$ cat config.mk
export PLATFORM = sky130hd
export DESIGN_NAME = phase_pulse_gen
export DESIGN_NICKNAME = d
export VERILOG_FILES = /design/src/rtl/ppg_pkg.sv /design/src/rtl/ppg_edge_counter.sv /design/src/rtl/ppg_window.sv /design/src/rtl/ppg_cfg_regs.sv /design/src/rtl/phase_pulse_gen.sv
export SDC_FILE = /design/constraint.sdc
export NUM_CORES = 1
export LEC_CHECK = 0
export BUFFER_PORTS_ARGS = -buffer_cell sky130_fd_sc_hd__buf_2
export CORE_MARGIN = 1
export CORE_UTILIZATION = 37
export CTS_CLUSTER_SIZE = 20
export DETAILED_ROUTE_END_ITERATION = 8
export GPL_TIMING_DRIVEN = 0
export PLACE_DENSITY = 0.5
export SKIP_LAST_GASP = 1
export SLEW_MARGIN = 10
export SYNTH_ARGS = -nofsm -noshare
export SYNTH_HDL_FRONTEND = slang
export SYNTH_SLANG_ARGS = --single-unit
export TNS_END_PERCENT = 30
$ cat constraint.sdc
create_clock -name clk -period 2 [get_ports clk]
set_input_delay 0.1 -clock clk [delete_from_list [all_inputs] [get_ports clk]]
set_output_delay 0.1 -clock clk [all_outputs]
set_load 0.02 [all_outputs]
$ cat src/rtl/ppg_pkg.sv
package ppg_pkg;
   typedef enum logic [1:0] {
      MON_QUIET0 = 2'b00,
      MON_QUIET1 = 2'b01,
      MON_PULSES = 2'b10,
      MON_QUIET3 = 2'b11
   } ppg_mon_e;

   localparam int PPG_NUM_CH   = 2;
   localparam int PPG_CH_SMP   = 0;
   localparam int PPG_CH_CLP   = 1;
   localparam int PPG_MON_LSB  = 3;
   localparam int PPG_MODE_BIT = 0;
endpackage

$ cat src/rtl/ppg_edge_counter.sv
module ppg_edge_counter #(
   parameter int EDGE_W      = 6,
   parameter int SYNC_STAGES = 2
) (
   input  logic              clk,
   input  logic              rst,
   input  logic              pix_clk,
   output logic [EDGE_W-1:0] cnt_o,
   output logic              rise_o,
   output logic              boundary_o
);
   logic [SYNC_STAGES:0] sync_q;

   always_ff @(posedge clk) begin
      if (rst) sync_q <= '0;
      else     sync_q <= {sync_q[SYNC_STAGES-1:0], pix_clk};
   end

   assign rise_o = sync_q[SYNC_STAGES-1] & ~sync_q[SYNC_STAGES];

   always_ff @(posedge clk) begin
      if (rst)         cnt_o <= '0;
      else if (rise_o) cnt_o <= '0;
      else             cnt_o <= cnt_o + 1'b1;
   end

   assign boundary_o = rise_o | (cnt_o == '1);
endmodule

$ cat src/rtl/ppg_window.sv
module ppg_window #(
   parameter int EDGE_W = 6
) (
   input  logic [EDGE_W-1:0] cnt,
   input  logic [EDGE_W-1:0] lo,
   input  logic [EDGE_W-1:0] hi,
   output logic              hit
);
   always_comb begin
      if (lo < hi)      hit = (cnt >= lo) && (cnt < hi);
      else if (lo > hi) hit = (cnt >= lo) || (cnt < hi);
      else              hit = 1'b0;
   end
endmodule

$ cat src/rtl/ppg_cfg_regs.sv
module ppg_cfg_regs
   import ppg_pkg::*;
#(
   parameter int                EDGE_W         = 6,
   parameter int                ADDR_W         = 8,
   parameter int                DATA_W         = 8,
   parameter logic [ADDR_W-1:0] ADDR_CLP_START = 'h20,
   parameter logic [ADDR_W-1:0] ADDR_CLP_END   = 'h21,
   parameter logic [ADDR_W-1:0] ADDR_SMP_START = 'h22,
   parameter logic [ADDR_W-1:0] ADDR_SMP_END   = 'h23,
   parameter logic [ADDR_W-1:0] ADDR_MODE      = 'h08,
   parameter logic [ADDR_W-1:0] ADDR_MON       = 'h09
) (
   input  logic              clk,
   input  logic              rst,
   input  logic              wr_en,
   input  logic [ADDR_W-1:0] wr_addr,
   input  logic [DATA_W-1:0] wr_data,
   input  logic              load,
   output logic [EDGE_W-1:0] act_smp_start,
   output logic [EDGE_W-1:0] act_smp_end,
   output logic [EDGE_W-1:0] act_clp_start,
   output logic [EDGE_W-1:0] act_clp_end,
   output logic              act_sh,
   output ppg_mon_e          act_mon
);
   logic [EDGE_W-1:0] stg_smp_start, stg_smp_end, stg_clp_start, stg_clp_end;
   logic              stg_sh;
   ppg_mon_e          stg_mon;
   logic              unused_wr_bits;

   assign unused_wr_bits = ^wr_data;

   always_ff @(posedge clk) begin
      if (rst) begin
         stg_smp_start <= '0;
         stg_smp_end   <= '0;
         stg_clp_start <= '0;
         stg_clp_end   <= '0;
         stg_sh        <= 1'b0;
         stg_mon       <= MON_QUIET0;
      end else if (wr_en) begin
         unique case (wr_addr)
            ADDR_CLP_START: stg_clp_start <= wr_data[EDGE_W-1:0];
            ADDR_CLP_END:   stg_clp_end   <= wr_data[EDGE_W-1:0];
            ADDR_SMP_START: stg_smp_start <= wr_data[EDGE_W-1:0];
            ADDR_SMP_END:   stg_smp_end   <= wr_data[EDGE_W-1:0];
            ADDR_MODE:      stg_sh        <= wr_data[PPG_MODE_BIT];
            ADDR_MON:       stg_mon       <= ppg_mon_e'(wr_data[PPG_MON_LSB+1:PPG_MON_LSB]);
            default: ;
         endcase
      end
   end

   always_ff @(posedge clk) begin
      if (rst) begin
         act_smp_start <= '0;
         act_smp_end   <= '0;
         act_clp_start <= '0;
         act_clp_end   <= '0;
         act_sh        <= 1'b0;
         act_mon       <= MON_QUIET0;
      end else if (load) begin
         act_smp_start <= stg_smp_start;
         act_smp_end   <= stg_smp_end;
         act_clp_start <= stg_clp_start;
         act_clp_end   <= stg_clp_end;
         act_sh        <= stg_sh;
         act_mon       <= stg_mon;
      end
   end
endmodule

$ cat src/rtl/phase_pulse_gen.sv
module phase_pulse_gen
   import ppg_pkg::*;
#(
   parameter int                EDGE_W         = 6,
   parameter int                ADDR_W         = 8,
   parameter int                DATA_W         = 8,
   parameter int                SYNC_STAGES    = 2,
   parameter logic [ADDR_W-1:0] ADDR_CLP_START = 'h20,
   parameter logic [ADDR_W-1:0] ADDR_CLP_END   = 'h21,
   parameter logic [ADDR_W-1:0] ADDR_SMP_START = 'h22,
   parameter logic [ADDR_W-1:0] ADDR_SMP_END   = 'h23,
   parameter logic [ADDR_W-1:0] ADDR_MODE      = 'h08,
   parameter logic [ADDR_W-1:0] ADDR_MON       = 'h09
) (
   input  logic              clk,
   input  logic              rst,
   input  logic              pix_clk,
   input  logic              wr_en,
   input  logic [ADDR_W-1:0] wr_addr,
   input  logic [DATA_W-1:0] wr_data,
   output logic              sample_pulse,
   output logic              clamp_pulse,
   output logic              mon_pin1,
   output logic              mon_pin2
);
   localparam int SLOTS = 1 << EDGE_W;

   generate
      if (EDGE_W < 1 || EDGE_W > DATA_W)
         $error("EDGE_W must fit in the write data");
      if (DATA_W < PPG_MON_LSB + 2)
         $error("DATA_W too narrow for the monitor field");
      if (SYNC_STAGES < 2)
         $error("SYNC_STAGES must be at least 2");
      if (SLOTS < 2)
         $error("at least two edge slots required");
   endgenerate

   logic [EDGE_W-1:0] edge_cnt;
   logic              pix_rise;
   logic              cfg_load;
   logic [EDGE_W-1:0] act_smp_start, act_smp_end, act_clp_start, act_clp_end;
   logic              act_sh;
   ppg_mon_e          act_mon;

   ppg_edge_counter #(.EDGE_W(EDGE_W), .SYNC_STAGES(SYNC_STAGES)) u_cnt (
      .clk(clk), .rst(rst), .pix_clk(pix_clk),
      .cnt_o(edge_cnt), .rise_o(pix_rise), .boundary_o(cfg_load)
   );

   ppg_cfg_regs #(
      .EDGE_W(EDGE_W), .ADDR_W(ADDR_W), .DATA_W(DATA_W),
      .ADDR_CLP_START(ADDR_CLP_START), .ADDR_CLP_END(ADDR_CLP_END),
      .ADDR_SMP_START(ADDR_SMP_START), .ADDR_SMP_END(ADDR_SMP_END),
      .ADDR_MODE(ADDR_MODE), .ADDR_MON(ADDR_MON)
   ) u_cfg (
      .clk(clk), .rst(rst), .wr_en(wr_en), .wr_addr(wr_addr), .wr_data(wr_data),
      .load(cfg_load),
      .act_smp_start(act_smp_start), .act_smp_end(act_smp_end),
      .act_clp_start(act_clp_start), .act_clp_end(act_clp_end),
      .act_sh(act_sh), .act_mon(act_mon)
   );

   logic [EDGE_W-1:0]     win_lo [PPG_NUM_CH];
   logic [EDGE_W-1:0]     win_hi [PPG_NUM_CH];
   logic [PPG_NUM_CH-1:0] win_hit;

   assign win_lo[PPG_CH_SMP] = act_smp_start;
   assign win_hi[PPG_CH_SMP] = act_smp_end;
   assign win_lo[PPG_CH_CLP] = act_clp_start;
   assign win_hi[PPG_CH_CLP] = act_clp_end;

   for (genvar ch = 0; ch < PPG_NUM_CH; ch++) begin : g_win
      ppg_window #(.EDGE_W(EDGE_W)) u_win (
         .cnt(edge_cnt), .lo(win_lo[ch]), .hi(win_hi[ch]), .hit(win_hit[ch])
      );
   end

   logic smp_next, clp_next, mon_on;
   assign smp_next = win_hit[PPG_CH_SMP];
   assign clp_next = win_hit[PPG_CH_CLP] & ~act_sh;
   assign mon_on   = (act_mon == MON_PULSES);

   always_ff @(posedge clk) begin
      if (rst) begin
         sample_pulse <= 1'b0;
         clamp_pulse  <= 1'b0;
         mon_pin1     <= 1'b0;
         mon_pin2     <= 1'b0;
      end else begin
         sample_pulse <= smp_next;
         clamp_pulse  <= clp_next;
         mon_pin1     <= mon_on & smp_next;
         mon_pin2     <= mon_on & clp_next;
      end
   end
endmodule

==> results of run 1 <==
flip-flops by register name, indices dropped and copies added, names as in the netlist, 2 cells and up:
register,cells
u_cfg.stg_smp_end,6
u_cfg.stg_clp_start,6
u_cfg.act_mon,2
u_cfg.stg_clp_end,6
u_cnt.cnt_o,6
u_cfg.act_clp_start,6
u_cfg.act_smp_start,6
u_cfg.act_smp_end,6
u_cnt.sync_q,3
u_cfg.stg_smp_start,6
u_cfg.stg_mon,2
u_cfg.act_clp_end,6
area by class of cell:
type / instances / area [sq um]
buffer: 16 / 81.33
clock buffer: 10 / 137.6
clock inverter: 6 / 65.06
fill: 883 / 4653
inverter: 25 / 93.84
multi-input combinational: 268 / 1724
sequential: 67 / 1344
tap: 105 / 131.4
timing repair buffer: 21 / 110.1
layer usage:
layer | GRT usage [%] | vias up
met5 | 0 | -
met4 | 6.841 | 0
met3 | 5.024 | 10
met2 | 28.27 | 46
met1 | 23.69 | 1101
li1 | - | 1342
synth_stat cells:
cell | n | area, sq um
a211oi_1 | 2 | 15.01
a21oi_1 | 54 | 270.3
a31o_2 | 1 | 8.760
a31oi_2 | 1 | 12.51
and3_1 | 1 | 6.260
and4_1 | 1 | 8.760
and4b_1 | 1 | 10.01
buf_1 | 1 | 3.750
buf_2 | 1 | 5.000
buf_6 | 2 | 22.52
clkbuf_1 | 12 | 45.04
dfxtp_1 | 67 | 1341
ha_1 | 35 | 437.9
inv_1 | 25 | 93.84
mux2i_1 | 20 | 200.2
nand2_1 | 72 | 270.3
nand2_2 | 1 | 6.260
nand2b_1 | 4 | 25.02
nand3_1 | 10 | 50.05
nand3_2 | 1 | 10.01
nand4_1 | 6 | 37.54
nor2_1 | 30 | 112.6
nor2b_1 | 7 | 43.79
nor3_2 | 1 | 10.01
nor4_4 | 1 | 21.27
o211ai_1 | 1 | 7.510
o21ai_0 | 2 | 10.01
o221a_2 | 3 | 33.78
o221ai_1 | 4 | 35.03
o311ai_0 | 1 | 8.760
o31ai_1 | 1 | 7.510
or2_2 | 2 | 12.51
or3_1 | 1 | 6.260
or4b_4 | 1 | 13.76
xnor2_1 | 2 | 17.52
xor2_1 | 1 | 8.760
worst max-delay path, stage by stage, from the launching register on:
cell,delay [ns]
dfxtp_1,0.42
ha_1,0.37
nand4_1,0.10
o221a_2,0.28
o311ai_0,0.52
a211oi_1,0.17
logic make-up (layout without fill, tap and decap cells):
kind of cell | Yosys count | in the layout | share of synthesized area, %
mux | 20 | 20 | 6.199
compound gates | 70 | 70 | 12.67
xor+xnor | 3 | 3 | 0.8138
flops | 67 | 67 | 41.53
simple gates | 140 | 140 | 19.95
fa+ha+maj | 35 | 35 | 13.56
buf+inv | 41 | 78 | 5.269
power by group through the flow:
stage | clock network [mW] | logic (mW) | registers [mW]
floorplan | 0 | 0.0877 | 1.38
global route | 1.26 | 0.164 | 1.36
global placement | 0 | 0.143 | 1.38
CTS | 1.19 | 0.146 | 1.35
finish | 1.15 | 0.145 | 1.35
detailed placement | 0 | 0.143 | 1.38
stage by stage:
step / hold slack, ns / area, sq um / setup TNS, ns / power [mW] / instances
after floorplan: 0.2282 / 3229 / 0 / 1.467 / 376
after global placement: 0.3064 / 3461 / -0.5872 / 1.528 / 501
after detailed placement: 0.3141 / 3461 / -0.5147 / 1.528 / 501
after CTS: 0.02710 / 3676 / -0.2913 / 2.687 / 518
after global routing: 0.02396 / 3687 / -0.1157 / 2.780 / 518
final: 0.05028 / 3687 / -0.004511 / 2.644 / 518
final timing paths:
kind / end / cells past startpoint
worst max register to register: mon_pin2 / 5
worst min register to register: u_cfg.act_clp_end[5] / 2
worst min-delay path: u_cfg.stg_clp_start[5] / 3
worst max-delay path: mon_pin2 / 5
what timing repair did:
item | 4_1_cts | 5_1_grt
resized for setup | 2 | 6
hold buffers | 1 | 0
hold endpoints to repair | 1 | 0
setup buffers | 0 | 0
setup endpoints to repair | 21 | 24
==> metrics.md, run 1 <==
| Metric | Value |
|---|---|
| FF+latch count, synth | `67` |
| Core Region | `0.008341 sq mm` |
| Number of buffers created by CTS | `9` |
| Highest Clock Rate | `0.4993 GHz` |
| Number of clock sinks | `67` |
| CP Capture Type | `flop` |
| Worst Max-Slew Pin Slew | `0.5972 ns` |
| GRT Util Overall | `around 18%` |
| RSZ-0062 raised after global routing | `true` |
| Clock Tree Root | `clkbuf_8` |
| Vias per cell | `4.824` |
| Share of cells above drive strength 1 | `around 14%` |
| PwrDens | `between 700 and 800 mW/mm^2` |
| Drt drc | `0` |
| Slew HR | `between 50% and 60%` |
| Fin. Hold Viols | `0` |
| Outcome | `finished, violations left` |
| Syn_nets | `about 430` |
| Post-place setup slack | `-0.05492 ns` |
| Crit path from | `u_cnt.cnt_o[5]` |
| Fin crit period | `around 2.0 ns` |
| Proportion of synthesized chip area in sequential cells | `around two fifths` |
| Reg2reg start | `u_cnt.cnt_o[5]` |
| Io pins | `24` |
| Layout Nets | `463` |
| Row count | `33` |
| Switching share of power | `approximately 24%` |
| CTS clock-pin slew for the worst setup and hold paths | `roughly 0.070 ns` |
| # Max-Cap Violations | `0` |
| Initial antenna violation count | `0` |
| Startpoint types | `flop` |
| Clock Skew | `~0.0085 ns` |
| Tcrit/Tclk final | `100.1%` |
| Commonest non-fill, non-tap cell in the layout | `nand2_1` |
| CP required | `approximately 2.2 ns` |
| CTS tree | `done` |
| Final Util | `44.21%` |
| WL met1 | `between 3 and 4 mm` |
| R2r setup slk | `-0.003 ns` |
| H-tree depth | `3` |
| DPL Wire Length | `between 5 and 6 mm` |
| First-pass GRT wire length | `approximately 12 mm` |
| Grt total ovfl | `0` |
| DRT Pass-1 Iters | `6` |
| Die height | `about 95 um` |
| Peak VDD IR | `0.3555 mV` |
| Syn_area_per_cell | `8.589 sq um` |
| Min-delay src | `wr_data[5]` |
| Critical path class | `flop to flop` |
| # setup viols final | `2` |
| Final WS setup | `-0.002983 ns` |
| Top Layer Used | `met4` |
| Via count | `around 2500` |
| Later-pin clock latency in the skew report | `around 0.35 ns` |
| 1st-iter DRT viols | `118` |
| Slew Viols, Final | `0` |
| Met2 wire len | `between 3 and 4 mm` |
| Internal power | `2.005 mW` |
| Ant. Diodes | `0` |
| Commonest non-fill, non-tap cells in the layout | `72 x nand2_1, 65 x dfxtp_1, 54 x a21oi_1, 35 x ha_1, 30 x nor2_1` |
| HP Class | `primary input to flop` |
| Antenna-violating nets left | `0` |
| Leakage | `around 1.4 nW` |
| Starting Density | `38.72%` |
| Port bufs | `20` |
| Clock network power share | `between 40 and 50%` |
| Flop pwr share | `between 50% and 60%` |
| Synthesized area | `0.003229 sq mm` |
| Switching power | `~0.64 mW` |
| Total die area | `0.009106 sq mm` |
| Vias in the first global route | `2439` |
| Post-Route WL | `7.149 mm` |
| Max FO, Critical Path | `8` |
| Routed len/inst | `between 10 and 15 um` |
| GPL Wtd Cong | `approximately 0.76` |
| Post-Syn Instances | `between 300 and 400` |
| Met3 routed WL | `around 260 um` |
| Failing checks | `setup timing` |
| Layout area overhead | `14.18%` |
| CTS max path bufs | `2` |
| Largest net degree at the start of global routing | `13` |
| Distinct cell type count after synthesis | `36` |
| Combinational Power Share | `under 10%` |
| Synth warn | `0` |
| Die Width | `around 95 um` |
| Arrival time at the worst endpoint | `2.20 ns` |
No activity file was read; power rests on OpenSTA's default activity.
==> run 2: changes to the inputs <==
--- a/config.mk
+++ b/config.mk
@@ -5,13 +5,14 @@
 export SDC_FILE = /design/constraint.sdc
 export NUM_CORES = 1
 export LEC_CHECK = 0
-export BUFFER_PORTS_ARGS = -buffer_cell sky130_fd_sc_hd__buf_2
+export BUFFER_PORTS_ARGS = -buffer_cell sky130_fd_sc_hd__buf_4
 export CORE_MARGIN = 1
 export CORE_UTILIZATION = 37
 export CTS_CLUSTER_SIZE = 20
 export DETAILED_ROUTE_END_ITERATION = 8
 export GPL_TIMING_DRIVEN = 0
 export PLACE_DENSITY = 0.5
+export REMOVE_ABC_BUFFERS = 1
 export SKIP_LAST_GASP = 1
 export SLEW_MARGIN = 10
 export SYNTH_ARGS = -nofsm -noshare
==> run 2 against run 1 <==
Compared with the run above: the flow now finishes without violations; critical endpoint is now u_cfg.act_smp_end[0]; via count grew 0.92%; highest routed layer unchanged; sequential power about the same; register-to-register slack gained 0.096 ns; die area unchanged; wire length is 1.6% lower; critical path type unchanged; fmax is 5.1% higher.
==> metrics.md, run 2 (synthesis gave the netlist of run 1 again) <==
| Metric | Value |
|---|---|
| FF/Latch Area | `0.001341 sq mm (-0.19%)` |
| Switching power | `0.6217 mW (-2.6%)` |
| RSZ-0062 raised after global routing | `true` |
| R2r setup slk | `0.09 ns (+0.10 ns)` |
| Die Width | `95.43 um (unchanged)` |
| Switching share of power | `24.79% (+0.64 points)` |
| Ant. Diodes | `0 (unchanged)` |
| 1st-iter DRT viols | `111 (-5.9%)` |
| Leakage | `1.408 nW (-1.9%)` |
| DPL Wire Length | `4.882 mm (-12%)` |
| GRT Util Overall | `17.71% (-0.40 points)` |
| Vias in the first global route | `2390 (-2.0%)` |
| Tcrit/Tclk final | `95.33% (-4.8 points)` |
| Die height | `95.43 um (unchanged)` |
| Clock network power share | `40.2% (-3.1 points)` |
| DRT Pass-1 Iters | `4 (-2)` |
| Final WS setup | `0.09347 ns (+0.09645 ns)` |
| # Max-Cap Violations | `0 (unchanged)` |
| First-pass GRT wire length | `11.97 mm (-1.8%)` |
| Startpoint types | `flop` |
| Final Util | `43.65% (-0.55 points)` |
| Worst Max-Slew Pin Slew | `0.8114 ns (+0.2141 ns)` |
| Share of cells above drive strength 1 | `11.81% (-2.2 points)` |
| Clock Tree Root | `clkbuf_8` |
| Max FO, Critical Path | `27 (+19)` |
| Drt drc | `0 (unchanged)` |
| Core Region | `0.008341 sq mm (unchanged)` |
| Vias per cell | `5.014 (+3.9%)` |
| Largest net degree at the start of global routing | `62 (+49)` |
| Routed len/inst | `13.98 um (+1.3%)` |
| Fill cells | `881 (-0.23%)` |
| Commonest non-fill, non-tap cells in the layout | `72 x nand2_1, 67 x dfxtp_1, 54 x a21oi_1, 35 x ha_1, 30 x nor2_1` |
| HP Class | `primary input to flop` |
| CP required | `2.28 ns (+0.08 ns)` |
| Hold Path Depth | `3 (unchanged)` |
| Port bufs | `21 (+5.0%)` |
| Fin crit period | `1.907 ns (-0.09645 ns)` |
| Worst R2R Path Depth | `5 (unchanged)` |
| CTS clock-pin slew for the worst setup and hold paths | `0.07 ns (about the same)` |
| Number of clock sinks | `67 (unchanged)` |
| Slew Viols, Final | `0 (unchanged)` |
| Number of buffers created by CTS | `9 (unchanged)` |
| Row count | `33 (unchanged)` |
| Postcts setup bufs | `0 (unchanged)` |
| H-tree depth | `3 (unchanged)` |
| Via count | `2522 (+0.92%)` |
| Critical path class | `flop to flop` |
| Hold path endpoint | `u_cfg.stg_clp_end[2]` |
| Crit path from | `u_cnt.cnt_o[1]` |
| Starting Density | `38.72% (unchanged)` |
| Antenna-violating nets left | `0 (unchanged)` |
| Flop pwr share | `53.9% (+2.7 points)` |
| Clock Skew | `0.007100 ns (-0.001399 ns)` |
| Outcome | `completed` |
| Internal power | `1.886 mW (-6.0%)` |
| Multi-input logic area | `0.001735 sq mm (+0.65%)` |
| Combinational Power Share | `5.9% (+0.4 points)` |
| # setup viols final | `0 (-2)` |
| Peak VDD IR | `0.2622 mV (-26%)` |
| Commonest non-fill, non-tap cell in the layout | `nand2_1` |
| Slew HR | `45.91% (-14 points)` |
| Io pins | `24 (unchanged)` |
| Post-place setup slack | `0.06557 ns (+0.1205 ns)` |
| PwrDens | `688.7 mW/mm^2 (-3.9%)` |
| CP Capture Type | `flop` |
| Reg2reg start | `u_cnt.cnt_o[1]` |
| Layout Nets | `448 (-3.2%)` |
| GPL Wtd Cong | `0.7518 (-1.1%)` |
| Post-Route WL | `7.034 mm (-1.6%)` |
| Later-pin clock latency in the skew report | `0.35 ns (about the same)` |
| CTS tree | `done` |
| Min-delay src | `wr_data[2]` |
| Grt total ovfl | `0 (unchanged)` |
| Fin. Hold Viols | `0 (unchanged)` |
| Initial antenna violation count | `0 (unchanged)` |
| Layout area overhead | `12.75%` |
| Capturing point of the worst reg2reg path | `u_cfg.act_smp_end[0]` |
| Total die area | `0.009106 sq mm (unchanged)` |
| CTS max path bufs | `2 (unchanged)` |
| Arrival time at the worst endpoint | `2.18 ns (-0.02 ns)` |
| Highest Clock Rate | `0.5245 GHz (+5.1%)` |
==> run 2: cell types whose count changed in the layout (fill, tap and decap cells not counted), sizes merged <==
cell and delta:
buf -2, clkinvlp -3, bufinv -1, clkinv +2, clkbuf -11
==> run 2: worst max path at each step <==
stage / endpoint / slack (ns)
floorplan: u_cfg.act_clp_end[0] / 0.23
global placement: u_cfg.act_clp_start[5] / -0.34
detailed placement: u_cfg.act_clp_start[5] / 0.07
CTS: u_cfg.act_clp_start[5] / 0.05
global route: u_cfg.act_smp_start[1] / -0.08
finish: u_cfg.act_smp_end[0] / 0.09
==> run 2: metal layers <==
| metal | share of wire [%] | track usage (%) |
|---|---|---|
| met2 | 43 | 26.90 |
| met1 | 53 | 24.13 |
| met4 | 1.6 | 7.463 |
| met5 | 0 | 0 |
| met3 | 2.6 | 3.828 |
==> run 2: area by class of cell <==
type | count | area share (%)
multi-input cells | 268 | 47.66
flip-flops and latches | 67 | 36.84
repair buffers | 22 | 4.605
clock buffers | 12 | 3.986
well taps | 105 | 3.608
inverters | 25 | 2.577
clock inverters | 4 | 0.7216
==> run 2: what timing repair did <==
action | in CTS | in global routing
hold buffers | 1 | 0
endpoints found under the setup margin | 0 | 29
hold endpoints to repair | 1 | 0
gates resized for setup | 0 | 1
==> run 2: critical path, cell delays in order (launching register included) <==
cell and delay, ns:
dfxtp_1 0.38, ha_1 0.23, and3_1 0.25, a31oi_4 0.68, nand2_1 0.13, a21oi_1 0.15
==> run 2: power groups by stage <==
stage | Clock [mW] | Sequential (mW) | Combinational (mW)
floorplan | 0 | 1.38 | 0.0682
detailed placement | 0 | 1.38 | 0.148
global placement | 0 | 1.38 | 0.145
finish | 1.01 | 1.35 | 0.148
CTS | 1.04 | 1.35 | 0.150
global route | 1.10 | 1.35 | 0.166
==> run 2: per-stage QoR <==
step                      total power, mW  std cells  TNS, ns  cell area (sq um)  hold WS (ns)
final                               2.508        503        0               3641       0.02275
after global routing                2.621        503   -1.185               3641       0.02817
after CTS                           2.539        503        0               3632       0.01990
after detailed placement            1.531        486        0               3451        0.3182
after global placement              1.528        486   -9.090               3442        0.3090
after floorplan                     1.447        360        0               3153        0.1691
==> run 3: changes to the inputs <==
--- a/config.mk
+++ b/config.mk
@@ -5,13 +5,13 @@
 export SDC_FILE = /design/constraint.sdc
 export NUM_CORES = 1
 export LEC_CHECK = 0
-export BUFFER_PORTS_ARGS = -buffer_cell sky130_fd_sc_hd__buf_4
 export CORE_MARGIN = 1
 export CORE_UTILIZATION = 37
 export CTS_CLUSTER_SIZE = 20
 export DETAILED_ROUTE_END_ITERATION = 8
+export DONT_BUFFER_PORTS = 1
 export GPL_TIMING_DRIVEN = 0
-export PLACE_DENSITY = 0.5
+export PLACE_DENSITY = 0.48
 export REMOVE_ABC_BUFFERS = 1
 export SKIP_LAST_GASP = 1
 export SLEW_MARGIN = 10
==> run 3 against run 2 <==
Compared with the run above: hold slack improved by 0.019 ns; core utilization is 0.36 points higher; die area is the same; setup slack gained 0.017 ns; clock skew increased by 0.0023 ns; global-route usage rose by 0.13 points; first-iteration DRC count down 39%; fmax increased by 0.88%; sequential cell count stayed put; critical endpoint is now u_cfg.act_clp_start[4]; largest cell class unchanged; highest routed layer unchanged.
==> metrics.md, run 3 (synthesis gave the netlist of run 1 again) <==
| Metric | Value |
|---|---|
| Layout Nets | `439 (-2.0%)` |
| # Max-Cap Violations | `0 (unchanged)` |
| Post-Route WL | `7.737 mm (+10%)` |
| Starting Density | `38.72% (unchanged)` |
| Row count | `33 (unchanged)` |
| Startpoint types | `flop` |
| Final WS setup | `0.1102 ns (+0.01672 ns)` |
| CP required | `2.27 ns (about the same)` |
| Number of buffers created by CTS | `9 (unchanged)` |
| WL met1 | `3.948 mm (+5.5%)` |
| Met2 wire len | `3.461 mm (+16%)` |
| Max incr delay on CP | `0.47 ns (-0.21 ns)` |
| Layout area overhead | `13.68%` |
| Crit-path cells | `ha_1 > and3_1 > a31o_2 > nand2_1 > a21oi_1` |
| Io pins | `24 (unchanged)` |
| Peak VDD IR | `0.3930 mV (+50%)` |
| DPL Wire Length | `4.881 mm (about the same)` |
| # setup viols final | `0 (unchanged)` |
| Worst Max-Slew Pin Slew | `0.7437 ns (-0.06771 ns)` |
| Number of clock sinks | `67 (unchanged)` |
| CTS clock-pin slew for the worst setup and hold paths | `0.08 ns (about the same)` |
| Ant. Diodes | `0 (unchanged)` |
| Postcts setup bufs | `0 (unchanged)` |
| CTS max path bufs | `2 (unchanged)` |
| H-tree depth | `3 (unchanged)` |
| Slew Viols, Final | `0 (unchanged)` |
| Port bufs | `0 (-100%)` |
| HP Class | `primary input to flop` |
| Leakage | `1.377 nW (-2.2%)` |
| GRT Util Overall | `17.83% (+0.13 points)` |
| Final instance area | `0.003671 sq mm (+0.82%)` |
| Post-place setup slack | `0.06706 ns (+0.001489 ns)` |
| Outcome | `completed` |
| Critical path class | `flop to flop` |
| Fill cells | `867 (-1.6%)` |
| 1st-iter DRT viols | `68 (-39%)` |
| Die Width | `95.43 um (unchanged)` |
| Switching power | `0.6464 mW (+4.0%)` |
| CTS tree | `done` |
| First-pass GRT wire length | `12.03 mm (+0.52%)` |
| Placed instance area | `0.003293 sq mm (-4.6%)` |
| Flop pwr share | `50.7% (-3.2 points)` |
| Switching share of power | `24.24% (-0.55 points)` |
| Vias in the first global route | `2386 (-0.17%)` |
| Share of cells above drive strength 1 | `8.483% (-3.3 points)` |
| Clock network power share | `44.0% (+3.8 points)` |
| Commonest non-fill, non-tap cells in the layout | `72 x nand2_1, 65 x dfxtp_1, 54 x a21oi_1, 35 x ha_1, 30 x nor2_1` |
| Slowest-stage cell, CP | `dfxtp_1` |
| CP Capture Type | `flop` |
| Core Region | `0.008341 sq mm (unchanged)` |
| Largest net degree at the start of global routing | `61 (-1.6%)` |
| Clock Skew | `0.009450 ns (+0.002350 ns)` |
| RSZ-0062 raised after global routing | `true` |
| Die height | `95.43 um (unchanged)` |
| Clock Tree Root | `clkbuf_8` |
| Antenna-violating nets left | `0 (unchanged)` |
| Routed len/inst | `15.66 um (+12%)` |
| Fin crit period | `1.890 ns (-0.01672 ns)` |
| Initial antenna violation count | `0 (unchanged)` |
| Met3 routed WL | `264 um (+46%)` |
| Top Layer Used | `met4` |
| Drt drc | `0 (unchanged)` |
| Combinational Power Share | `5.3% (-0.6 points)` |
| Total die area | `0.009106 sq mm (unchanged)` |
| Fin. Hold Viols | `0 (unchanged)` |
| Tcrit/Tclk final | `94.49% (-0.84 points)` |
| Grt total ovfl | `0 (unchanged)` |
| DRT Pass-1 Iters | `4 (unchanged)` |
| GPL Wtd Cong | `0.7593 (+1.0%)` |
| Max FO, Critical Path | `13 (-52%)` |
| Arrival time at the worst endpoint | `2.16 ns (-0.02 ns)` |
| Commonest non-fill, non-tap cell in the layout | `nand2_1` |
| Later-pin clock latency in the skew report | `0.34 ns (about the same)` |
| PwrDens | `726.4 mW/mm^2 (+5.5%)` |
| Highest Clock Rate | `0.5292 GHz (+0.88%)` |
| Vias per cell | `5.132 (+2.3%)` |
| Via count | `2535 (+0.52%)` |
| Internal power | `2.020 mW (+7.1%)` |
| Slew HR | `50.32% (+4.4 points)` |
==> run 3: cell count changes in the layout (fill, tap and decap cells not counted), sizes merged <==
cell         delta
a31o            +1
a31oi           +1
buf            -20
bufinv          +1
clkbuf          -2
clkinv          -2
clkinvlp        +1
dlygate4sd3     +9
inv             +2
==> run 3: final cells by class <==
cell class,count,area (sq um),area share [%]
clock inverter,6,71.32,1.943
tap,105,131.4,3.579
sequential,67,1344,36.61
clock buffer,10,137.6,3.749
timing repair buffer,11,127.6,3.476
inverter,25,93.84,2.556
multi-input combinational,270,1765,48.09
==> run 3: critical path, delay by kind of cell, from the launching register on <==
kind,cells,cell delay [ns]
adder cells (fa/ha/maj),1,0.23
flip-flops,1,0.47
AO/OA/AOI/OAI,2,0.58
AND/OR/NAND/NOR,2,0.53
==> run 3: power groups by stage <==
stage	Sequential [mW]	Combinational (mW)	Clock [mW]
6_report	1.35	0.142	1.17
4_1_cts	1.35	0.139	1.22
2_1_floorplan	1.38	0.0682	0
5_1_grt	1.35	0.160	1.26
3_3_place_gp	1.38	0.0858	0
3_5_place_dp	1.38	0.0874	0
==> run 3: per-stage QoR <==
step / std cells / power (mW) / utilization, % / TNS, ns / hold WS (ns)
2_1_floorplan: 360 / 1.447 / - / 0 / 0.1691
3_3_place_gp: 465 / 1.469 / 39.38 / -8.365 / 0.1740
3_5_place_dp: 465 / 1.471 / 39.48 / 0 / 0.1781
4_1_cts: 492 / 2.707 / 43.52 / 0 / 0.02666
5_1_grt: 494 / 2.774 / 44.01 / -0.1704 / 0.05157
6_report: 494 / 2.667 / 44.01 / 0 / 0.04187
==> run 3: path summary, 6_finish.rpt <==
check                           slack (ns)                     end  cells past startpoint             from
worst max-delay path                  0.11  u_cfg.act_clp_start[4]                      5   u_cnt.cnt_o[1]
worst min-delay path                  0.04            u_cfg.stg_sh                      4       wr_addr[1]
worst max register to register        0.11  u_cfg.act_clp_start[4]                      5   u_cnt.cnt_o[1]
worst min register to register        0.45         u_cnt.sync_q[1]                      1  u_cnt.sync_q[0]
==> run 3: repair_timing <==
action                                  CTS  global route
hold buffers                             11             0
endpoints found under the setup margin    0            29
gates resized for setup                   0             4
endpoints found under the hold margin    60             0
==> run 3: routing by layer <==
| metal | vias to the layer above | GRT usage [%] |
|---|---|---|
| met5 | - | 0 |
| met4 | 0 | 4.478 |
| met3 | 5 | 5.104 |
| met2 | 48 | 28.04 |
| met1 | 1174 | 23.96 |
| li1 | 1308 | - |
